<file path="src/rtl/dram_pkg.sv">
package dram_pkg;
  // Phases of one row-path operation, shared by host accesses and refresh.
  typedef enum logic [1:0] {
    PH_IDLE    = 2'd0,
    PH_ROW     = 2'd1,
    PH_COL     = 2'd2,
    PH_RESTORE = 2'd3
  } phase_t;
endpackage

</file>
<file path="src/rtl/dram_cell_array.sv">
// Square cell array: one row per address, read-first single port so a
// block RAM can be inferred. A read issued with a write of zeros models the
// charge-draining row open.
module dram_cell_array #(
  parameter int ROW_W    = 4,
  parameter int ROW_BITS = 16
) (
  input  logic                clk,
  input  logic                we,
  input  logic [ROW_W-1:0]    addr,
  input  logic [ROW_BITS-1:0] wdata,
  output logic [ROW_BITS-1:0] rdata
);
  localparam int ROWS = 1 << ROW_W;

  logic [ROW_BITS-1:0] cells [ROWS];

  always_ff @(posedge clk) begin
    if (we) cells[addr] <= wdata;
    rdata <= cells[addr];
  end
endmodule

</file>
<file path="src/rtl/dram_refresh_timer.sv">
// Interval counter raising refresh requests and the walking row pointer.
module dram_refresh_timer #(
  parameter int ROW_W = 4,
  parameter int IVL_W = 16
) (
  input  logic             clk,
  input  logic             rst,
  input  logic [IVL_W-1:0] interval,
  input  logic             take,
  output logic             pending,
  output logic [ROW_W-1:0] row_ptr
);
  logic [IVL_W-1:0] tick_cnt;
  logic             tick;

  assign tick = (tick_cnt == interval);

  always_ff @(posedge clk) begin
    if (rst) begin
      tick_cnt <= '0;
      pending  <= 1'b0;
      row_ptr  <= '0;
    end else begin
      tick_cnt <= tick ? '0 : tick_cnt + 1'b1;
      if (tick)      pending <= 1'b1;
      else if (take) pending <= 1'b0;
      if (take)      row_ptr <= row_ptr + 1'b1;
    end
  end
endmodule

</file>
<file path="src/rtl/dram_sequencer.sv">
// Row/column/restore sequencer with the latch row buffer.
module dram_sequencer
  import dram_pkg::*;
#(
  parameter int ROW_W  = 4,
  parameter int COL_W  = 2,
  parameter int DATA_W = 4,
  parameter int PHASE  = 2
) (
  input  logic                             clk,
  input  logic                             rst,
  input  logic                             req_valid,
  output logic                             req_ready,
  input  logic                             req_write,
  input  logic [ROW_W+COL_W+1:0]           req_addr,
  input  logic [DATA_W-1:0]                req_wdata,
  output logic                             rd_valid,
  output logic [DATA_W-1:0]                rd_data,
  input  logic                             ref_pending,
  input  logic [ROW_W-1:0]                 ref_row_ptr,
  output logic                             ref_take,
  output logic                             mem_we,
  output logic [ROW_W-1:0]                 mem_addr,
  output logic [(DATA_W<<COL_W)-1:0]       mem_wdata,
  input  logic [(DATA_W<<COL_W)-1:0]       mem_rdata,
  output logic                             row_phase,
  output logic                             col_phase,
  output logic                             ref_active,
  output logic [ROW_W-1:0]                 open_row
);
  localparam int ADDR_W = ROW_W + COL_W + 2;
  localparam int WORDS  = 1 << COL_W;
  localparam int CNT_W  = $clog2(2 * PHASE) + 1;
  localparam logic [CNT_W-1:0] SHORT_LAST = CNT_W'(PHASE - 1);
  localparam logic [CNT_W-1:0] LONG_LAST  = CNT_W'(2 * PHASE - 1);
  localparam logic [CNT_W-1:0] LOAD_AT    = CNT_W'(1);

  phase_t                        phase;
  logic [CNT_W-1:0]              cnt;
  logic                          is_ref, is_wr;
  logic [ROW_W-1:0]              row_q;
  logic [COL_W-1:0]              col_q;
  logic [DATA_W-1:0]             wdata_q;
  logic [WORDS-1:0][DATA_W-1:0]  row_buf;

  logic last, slot_free, start_ref, start_host;
  logic unused_lsbs;

  assign unused_lsbs = ^req_addr[1:0];

  always_comb begin
    if (phase == PH_RESTORE) last = (cnt == LONG_LAST);
    else                     last = (cnt == SHORT_LAST);
  end

  assign slot_free  = (phase == PH_IDLE) || (phase == PH_RESTORE && last);
  assign start_ref  = slot_free && ref_pending;
  assign req_ready  = slot_free && !ref_pending;
  assign start_host = req_ready && req_valid;
  assign ref_take   = start_ref;

  // Row open drains the row (write zeros, read-first); last restore cycle
  // puts the buffer back.
  assign mem_addr  = row_q;
  assign mem_we    = (phase == PH_ROW && cnt == '0) || (phase == PH_RESTORE && last);
  assign mem_wdata = (phase == PH_ROW) ? '0 : row_buf;

  assign row_phase  = (phase == PH_ROW);
  assign col_phase  = (phase == PH_COL);
  assign ref_active = is_ref && (phase != PH_IDLE);
  assign open_row   = row_q;

  always_ff @(posedge clk) begin
    if (rst) begin
      phase    <= PH_IDLE;
      cnt      <= '0;
      is_ref   <= 1'b0;
      is_wr    <= 1'b0;
      row_q    <= '0;
      col_q    <= '0;
      wdata_q  <= '0;
      rd_valid <= 1'b0;
      rd_data  <= '0;
    end else begin
      rd_valid <= 1'b0;
      if (start_ref || start_host) begin
        phase   <= PH_ROW;
        cnt     <= '0;
        is_ref  <= start_ref;
        is_wr   <= req_write && !start_ref;
        row_q   <= start_ref ? ref_row_ptr : req_addr[ADDR_W-1:COL_W+2];
        col_q   <= req_addr[COL_W+1:2];
        wdata_q <= req_wdata;
      end else if (phase != PH_IDLE) begin
        if (last) begin
          cnt <= '0;
          unique case (phase)
            PH_ROW:  phase <= PH_COL;
            PH_COL:  phase <= PH_RESTORE;
            default: phase <= PH_IDLE;
          endcase
        end else begin
          cnt <= cnt + 1'b1;
        end
      end
      if (phase == PH_COL && last && !is_ref && !is_wr) begin
        rd_data  <= row_buf[col_q];
        rd_valid <= 1'b1;
      end
    end
  end

  // Row buffer latches: no reset needed, always loaded before use.
  always_ff @(posedge clk) begin
    if (phase == PH_ROW && cnt == LOAD_AT)
      row_buf <= mem_rdata;
    else if (phase == PH_COL && last && !is_ref && is_wr)
      row_buf[col_q] <= wdata_q;
  end
endmodule

</file>
<file path="src/rtl/dram_rowbuf_ctrl.sv">
module dram_rowbuf_ctrl #(
  parameter int ROW_W  = 4,
  parameter int COL_W  = 2,
  parameter int PHASE  = 2,
  parameter int IVL_W  = 16,
  localparam int DATA_W = (1 << ROW_W) >> COL_W,
  localparam int ADDR_W = ROW_W + COL_W + 2
) (
  input  logic              clk,
  input  logic              rst,
  input  logic [IVL_W-1:0]  ref_interval,
  input  logic              req_valid,
  output logic              req_ready,
  input  logic              req_write,
  input  logic [ADDR_W-1:0] req_addr,
  input  logic [DATA_W-1:0] req_wdata,
  output logic              rd_valid,
  output logic [DATA_W-1:0] rd_data,
  output logic              row_phase,
  output logic              col_phase,
  output logic              ref_active,
  output logic [ROW_W-1:0]  open_row
);
  localparam int ROW_BITS = DATA_W << COL_W;

  logic                ref_pending, ref_take;
  logic [ROW_W-1:0]    ref_row_ptr, mem_addr;
  logic                mem_we;
  logic [ROW_BITS-1:0] mem_wdata, mem_rdata;

  dram_refresh_timer #(.ROW_W(ROW_W), .IVL_W(IVL_W)) u_timer (
    .clk      (clk),
    .rst      (rst),
    .interval (ref_interval),
    .take     (ref_take),
    .pending  (ref_pending),
    .row_ptr  (ref_row_ptr)
  );

  dram_cell_array #(.ROW_W(ROW_W), .ROW_BITS(ROW_BITS)) u_array (
    .clk   (clk),
    .we    (mem_we),
    .addr  (mem_addr),
    .wdata (mem_wdata),
    .rdata (mem_rdata)
  );

  dram_sequencer #(.ROW_W(ROW_W), .COL_W(COL_W), .DATA_W(DATA_W), .PHASE(PHASE)) u_seq (
    .clk         (clk),
    .rst         (rst),
    .req_valid   (req_valid),
    .req_ready   (req_ready),
    .req_write   (req_write),
    .req_addr    (req_addr),
    .req_wdata   (req_wdata),
    .rd_valid    (rd_valid),
    .rd_data     (rd_data),
    .ref_pending (ref_pending),
    .ref_row_ptr (ref_row_ptr),
    .ref_take    (ref_take),
    .mem_we      (mem_we),
    .mem_addr    (mem_addr),
    .mem_wdata   (mem_wdata),
    .mem_rdata   (mem_rdata),
    .row_phase   (row_phase),
    .col_phase   (col_phase),
    .ref_active  (ref_active),
    .open_row    (open_row)
  );
endmodule

</file>
<file path="config.mk">
export PLATFORM = sky130hd
export DESIGN_NAME = dram_rowbuf_ctrl
export DESIGN_NICKNAME = d
export VERILOG_FILES = /design/src/rtl/dram_pkg.sv /design/src/rtl/dram_cell_array.sv /design/src/rtl/dram_refresh_timer.sv /design/src/rtl/dram_sequencer.sv /design/src/rtl/dram_rowbuf_ctrl.sv
export SDC_FILE = /design/constraint.sdc
export NUM_CORES = 1
export LEC_CHECK = 0
export BUFFER_PORTS_ARGS = -buffer_cell sky130_fd_sc_hd__buf_2
export CELL_PAD_IN_SITES_DETAIL_PLACEMENT = 1
export CELL_PAD_IN_SITES_GLOBAL_PLACEMENT = 2
export CORE_MARGIN = 1
export CORE_UTILIZATION = 40
export DETAILED_ROUTE_END_ITERATION = 12
export GPL_ROUTABILITY_DRIVEN = 0
export PLACE_DENSITY = 0.68
export SKIP_CTS_REPAIR_TIMING = 1
export SLEW_MARGIN = 20
export SYNTH_ARGS = -nofsm -noshare
export SYNTH_HDL_FRONTEND = slang
export SYNTH_SLANG_ARGS = --single-unit
</file>
<file path="constraint.sdc">
create_clock -name clk -period 2.72 [get_ports clk]
set_input_delay 0.408 -clock clk [delete_from_list [all_inputs] [get_ports clk]]
set_output_delay 0.408 -clock clk [all_outputs]
set_load 0.01 [all_outputs]
</file>
==> results.yml, run 1 <==
logic_synthesis:
  yosys_warnings: 0
  synth_ff_type: "edfxtp_1"
  ys_ff_latch: 331
  syn_nets: 827
  async_flop_share_pct: 0
  synth_area_per_cell_sq_um: 16.7
  synth_edf_count: 272
  synth_area_sq_um: 13100
  synth_seq_area_share_pct: 71.6
  ys_types: 44
  synthCells: 784
timing:
  drv_slew: 0
  finalCritPeriodShare_pct: 89.9
  worst_pin_slew_ns: 0.941
  timing_hold_violations_final: 0
  slew_headroom_pct: 37.2
  rsz0062_at_grt: "false"
  clock-skew-final_ns: 0.0169
  setup_violations: 0
  period_needed_ns: 2.45
  setup_tns_ns: 0
  fmax_mhz: 409
detailed_routing:
  wl_per_cell_um: 23.6
  drc: 0
  ant_nets: 0
  vias_per_cell: 5.36
  firstDrtPassIters: 4
  finalWirelength_mm: 31.2
  drt_iter0_drc: 643
  vias: 7092
clock_network:
  htreeDepth: 2
  cts_buffers: 35
  clock_latency_ns: 0.52
  clk_path_buf_depth: 3
  clkSinkCount: 331
  tritoncts: "done"
  clockRootBuffer: "clkbuf_16"
  clk_pin_slew_ns: 0.06
global_routing:
  grt_usage_pct: 19.4
  grt_pass1_vias: 7479
  grt_overflow: 0
  grt_pass1_wl_mm: 47.0
  grt_max_degree: 33
  antenna_found_initial: 0
worst_setup_path:
  endpoint: "req_ready"
  cpPeakStageDelay_ns: 0.43
  reg2reg_slack_ns: 0.33
  cpMostUsedCell: "ha_1"
  reg2reg_to: "u_seq.row_buf[15]"
  critPathMaxFanout: 10
  timing.rr.start: "u_seq.phase[0]"
  crit_start: "u_seq.cnt[0]"
  worstPathArrival_ns: 2.04
  slowest_stage: "a21oi_2"
  reg2reg_depth: 4
  worstSetupPathType: "flip-flop to primary output"
  worst_setup_path_start_kind: "flip-flop"
  end_kind: "primary output"
  cp_cell_sequence: "ha_1 > ha_1 > a21oi_2 > nor2_1 > buf_2"
  required_ns: 2.31
layout:
  antenna_cells: 0
  syn_to_final_growth_pct: 15.5
  n_fill_cell: 3051
  final_common_cell: "edfxtp_1"
  mostFrequentLayoutCells: "edfxtp_1 (272), nand2_1 (71), mux4_2 (68)"
  drive_gt1_share_pct: 24.2
  fin_area_sq_um: 15100
  fin_nets: 906
power:
  p_leak_nw: 5.15
  p_sw_mw: 2.38
  combPwrFrac_pct: 6.5
  switching_share_pct: 21.8
  pwr-share-seq_pct: 52.3
  clock_power_share_pct: 41.2
  powerDensity_nw_per_um2: 723
  ir_worst_vdd_v: 0.000345
  p_int_mw: 8.53
floorplanning:
  rows: 65
  core-area_sq_um: 31800
  ioPinCount: 45
  die-area_sq_um: 33400
  die_h_um: 183
  initial_core_util_pct: 41.1
  die_x_um: 183
status:
  status: "completed"
worst_hold_path:
  min_path_type: "primary input to flip-flop"
place:
  io_buffers: 42
  place_area_sq_um: 14000
  dpl.hpwl_mm: 18.7
flow_run:
  max_cap_violations: 0
[per-stage QoR]
step	power [mW]	util (%)	hold slack, ns	setup slack [ns]	std cells
floorplan	6.24	-	0.447	0.293	784
global placement	6.50	44.0	0.466	0.386	1261
detailed placement	6.53	44.0	0.487	0.316	1261
CTS	11.1	47.4	0.132	0.238	1323
global route	11.3	47.4	0.157	0.104	1323
finish	10.9	47.4	0.150	0.275	1323
[how the worst min path moves through the flow]
| stage | depth (start not counted) | from | end | slack [ns] |
|---|---|---|---|---|
| finish | 3 | req_wdata[1] | u_seq.wdata_q[1] | 0.15 |
| floorplan | 1 | u_timer.tick_cnt[0] | u_timer.tick_cnt[0] | 0.45 |
| detailed placement | 1 | u_timer.tick_cnt[0] | u_timer.tick_cnt[0] | 0.49 |
| global route | 3 | req_wdata[1] | u_seq.wdata_q[1] | 0.16 |
| CTS | 3 | req_wdata[1] | u_seq.wdata_q[1] | 0.13 |
| global placement | 1 | u_timer.tick_cnt[0] | u_timer.tick_cnt[0] | 0.47 |
[sequential cells by signal, summed over array words and instances, names as in the netlist, 3 cells and up]
name              cells
u_seq.rd_data         4
u_timer.row_ptr       4
u_seq.mem_addr        4
u_seq.cnt             3
u_seq.row_buf        16
u_seq.wdata_q         4
u_timer.tick_cnt     16
u_array.rdata        16
u_array.cells       256
[cell type report]
| type | instances | area [sq um] | area share (%) |
|---|---|---|---|
| Sequential cell | 331 | 9350 | 62.0 |
| Inverter | 13 | 48.8 | 0.324 |
| Clock buffer | 46 | 937 | 6.21 |
| Clock inverter | 16 | 138 | 0.913 |
| Multi-Input combinational cell | 395 | 3490 | 23.1 |
| Timing Repair Buffer | 87 | 573 | 3.80 |
| Tap cell | 435 | 544 | 3.61 |
[cell families after synthesis]
logic type,share of synthesized area (%)
AOI/OAI and AO/OA,4.01
xor gates and xnor gates,2.01
adders and majority gates,1.05
buffers and inverters,1.85
DFF,71.6
muxes,12.2
and+or+nand+nor,7.28
[power by group through the flow]
| stage | registers (mW) | logic (mW) | clock network (mW) |
|---|---|---|---|
| after floorplan | 5.74 | 0.503 | 0 |
| after global placement | 5.81 | 0.694 | 0 |
| after detailed placement | 5.81 | 0.720 | 0 |
| after CTS | 5.71 | 0.723 | 4.62 |
| after global routing | 5.72 | 0.775 | 4.78 |
| final | 5.70 | 0.708 | 4.50 |
[per-layer routing]
metal	GRT usage (%)	wire (um)	up-vias	part of all wire, %
met2	32.4	15500	146	50
met3	2.95	1270	49	4.1
met5	0	0	-	0
met4	5.31	694	0	2.2
met1	26.5	13800	3712	44
li1	-	-	3185	-
[synthesized netlist by cell type (2+ instances only)]
| cell type | instances | area share, % |
|---|---|---|
| and3_1 | 4 | 0.19 |
| clkbuf_1 | 32 | 0.92 |
| mux4_2 | 68 | 12 |
| nor4_1 | 4 | 0.19 |
| a22oi_1 | 32 | 1.8 |
| buf_4 | 2 | 0.11 |
| edfxtp_1 | 272 | 63 |
| nand3b_1 | 2 | 0.11 |
| and2_1 | 4 | 0.19 |
| a32oi_1 | 3 | 0.20 |
| nor2_1 | 46 | 1.3 |
| o21ai_0 | 9 | 0.34 |
| o22ai_1 | 4 | 0.19 |
| o31ai_1 | 2 | 0.11 |
| nand3_1 | 24 | 0.92 |
| ha_1 | 11 | 1.1 |
| nand4_1 | 4 | 0.19 |
| nand2b_1 | 3 | 0.14 |
| mux2i_1 | 6 | 0.46 |
| and4_1 | 4 | 0.27 |
| or3_1 | 2 | 0.096 |
| inv_1 | 13 | 0.37 |
| nand2_1 | 71 | 2.0 |
| buf_1 | 3 | 0.086 |
| xnor2_1 | 3 | 0.20 |
| a21oi_1 | 19 | 0.73 |
| nor2b_1 | 24 | 1.1 |
| nor3_1 | 7 | 0.27 |
| buf_2 | 7 | 0.27 |
| dfxtp_1 | 59 | 9.0 |
| xor2_1 | 27 | 1.8 |
[worst max-delay path, delay by kind of cell, from the launching register on]
kind,cells,cell delay (ns)
AO/OA/AOI/OAI,1,0.43
flip-flops,1,0.34
buffers and inverters,1,0.17
adder cells (fa/ha/maj),2,0.47
AND/OR/NAND/NOR,1,0.13
Note: power is estimated with default switching activity, not from simulation.
==> run 2: changes to the inputs <==
--- a/config.mk
+++ b/config.mk
@@ -9,10 +9,10 @@
 export CELL_PAD_IN_SITES_DETAIL_PLACEMENT = 1
 export CELL_PAD_IN_SITES_GLOBAL_PLACEMENT = 2
 export CORE_MARGIN = 1
-export CORE_UTILIZATION = 40
+export CORE_UTILIZATION = 42
 export DETAILED_ROUTE_END_ITERATION = 12
 export GPL_ROUTABILITY_DRIVEN = 0
-export PLACE_DENSITY = 0.68
+export PLACE_DENSITY = 0.71
 export SKIP_CTS_REPAIR_TIMING = 1
 export SLEW_MARGIN = 20
 export SYNTH_ARGS = -nofsm -noshare
==> results.yml, run 2 (same netlist as run 1, synthesis figures left out) <==
worst_setup_path:
  critPathMaxFanout: 10
  cpPeakStageDelay_ns: 0.40
  path_buf_inv: 1
  required_ns: 2.31
  critPathTopFamily: "adder cells"
  worstSetupPathType: "flip-flop to primary output"
  worstPathArrival_ns: 2.00
  worst_setup_path_start_kind: "flip-flop"
  cpMostUsedCell: "ha_1"
  slowest_stage: "a21oi_2"
  cp_cell_sequence: "ha_1 > ha_1 > a21oi_2 > nor2_1 > buf_2"
  end_kind: "primary output"
floorplanning:
  core-area_sq_um: 30600
  ioPinCount: 45
  die_x_um: 178
  die-area_sq_um: 31800
  initial_core_util_pct: 42.7
  rows: 64
  die_h_um: 178
detailed_routing:
  vias_per_cell: 5.57
  vias: 7154
  wl_per_cell_um: 24.6
  firstDrtPassIters: 5
  drt_iter0_drc: 647
  drc: 0
  finalWirelength_mm: 31.6
  ant_nets: 0
global_routing:
  antenna_found_initial: 0
  grt_usage_pct: 20.8
  grt_pass1_vias: 7752
  grt_pass1_wl_mm: 47.7
  grt_overflow: 0
  grt_max_degree: 65
place:
  dp_cells: 1220
  dpl.hpwl_mm: 18.6
  io_buffers: 42
layout:
  antenna_cells: 0
  drive_gt1_share_pct: 26.0
  fin_nets: 904
  mostFrequentLayoutCells: "edfxtp_1 (272), nand2_1 (71), mux4_2 (68)"
  post_layout_nonfiller_instances: 1284
  syn_to_final_growth_pct: 16.0
  final_common_cell: "edfxtp_1"
  top_register: "u_array.cells"
  largest_reg_flops: 256
  n_fill_cell: 2899
clock_network:
  tritoncts: "done"
  clk_path_buf_depth: 3
  clockRootBuffer: "clkbuf_16"
  clk_pin_slew_ns: 0.06
  clock_latency_ns: 0.52
  htreeDepth: 2
  clkSinkCount: 331
  cts_buffers: 35
power:
  ir_worst_vdd_v: 0.000377
  powerDensity_nw_per_um2: 737
  p_leak_nw: 5.20
status:
  status: "completed"
worst_hold_path:
  min_path_type: "primary input to flip-flop"
timing:
  fmax_mhz: 416
  setup_violations: 0
  worst_pin_slew_ns: 0.959
  timing_hold_violations_final: 0
  slew_headroom_pct: 35.9
  period_needed_ns: 2.40
  finalCritPeriodShare_pct: 88.4
  rsz0062_at_grt: "false"
  setup_tns_ns: 0
  clock-skew-final_ns: 0.0201
  drv_slew: 0
flow_run:
  max_cap_violations: 0
-- run 2: final timing paths --
kind,start,end,slack (ns),depth (start not counted)
worst max-delay path,u_seq.cnt[0],req_ready,0.32,5
worst min-delay path,req_wdata[2],u_seq.wdata_q[2],0.15,3
worst max register to register,u_seq.phase[1],u_seq.row_buf[7],0.32,4
worst min register to register,u_timer.tick_cnt[0],u_timer.tick_cnt[0],0.49,1
-- run 2: layer usage --
metal | global-route usage, % | vias to the layer above | part of all wire, %
li1 | - | 3173 | -
met1 | 27.2 | 3740 | 42
met2 | 35.9 | 189 | 51
met3 | 3.15 | 52 | 4.7
met4 | 5.79 | 0 | 2.2
met5 | 0 | - | 0
-- run 2: final cells by class --
class                      count  area, sq um  area share, %
multi-input combinational    395         3520           23.2
inverter                      13         48.8          0.322
timing repair buffer          85          571           3.77
clock inverter                21          194           1.28
tap                          396          495           3.27
clock buffer                  43          967           6.39
sequential                   331         9350           61.8
-- run 2: power breakdown --
group          internal, mW  leakage [nW]  total (mW)  switching (mW)
clock network          2.83         0.583        4.75            1.93
logic                 0.312          1.65       0.720           0.408
registers              5.60          2.97        5.70          0.0971
-- run 2: stage by stage --
step	util [%]	setup WS [ns]	instance area [sq um]	power (mW)	hold slack [ns]
2_1_floorplan	-	0.293	13100	6.24	0.447
3_3_place_gp	45.7	0.427	14000	6.49	0.467
3_5_place_dp	45.7	0.353	14000	6.53	0.483
4_1_cts	49.5	0.297	15100	11.3	0.136
5_1_grt	49.5	0.161	15100	11.5	0.151
6_report	49.5	0.317	15100	11.2	0.152
-- run 2: worst reg2reg max path: cells and delay by family, from the launching register on --
| family | cells | cell delay (ns) |
|---|---|---|
| compound gates | 2 | 0.95 |
| fa+ha+maj | 1 | 0.26 |
| flops | 1 | 0.36 |
| simple gates | 1 | 0.47 |
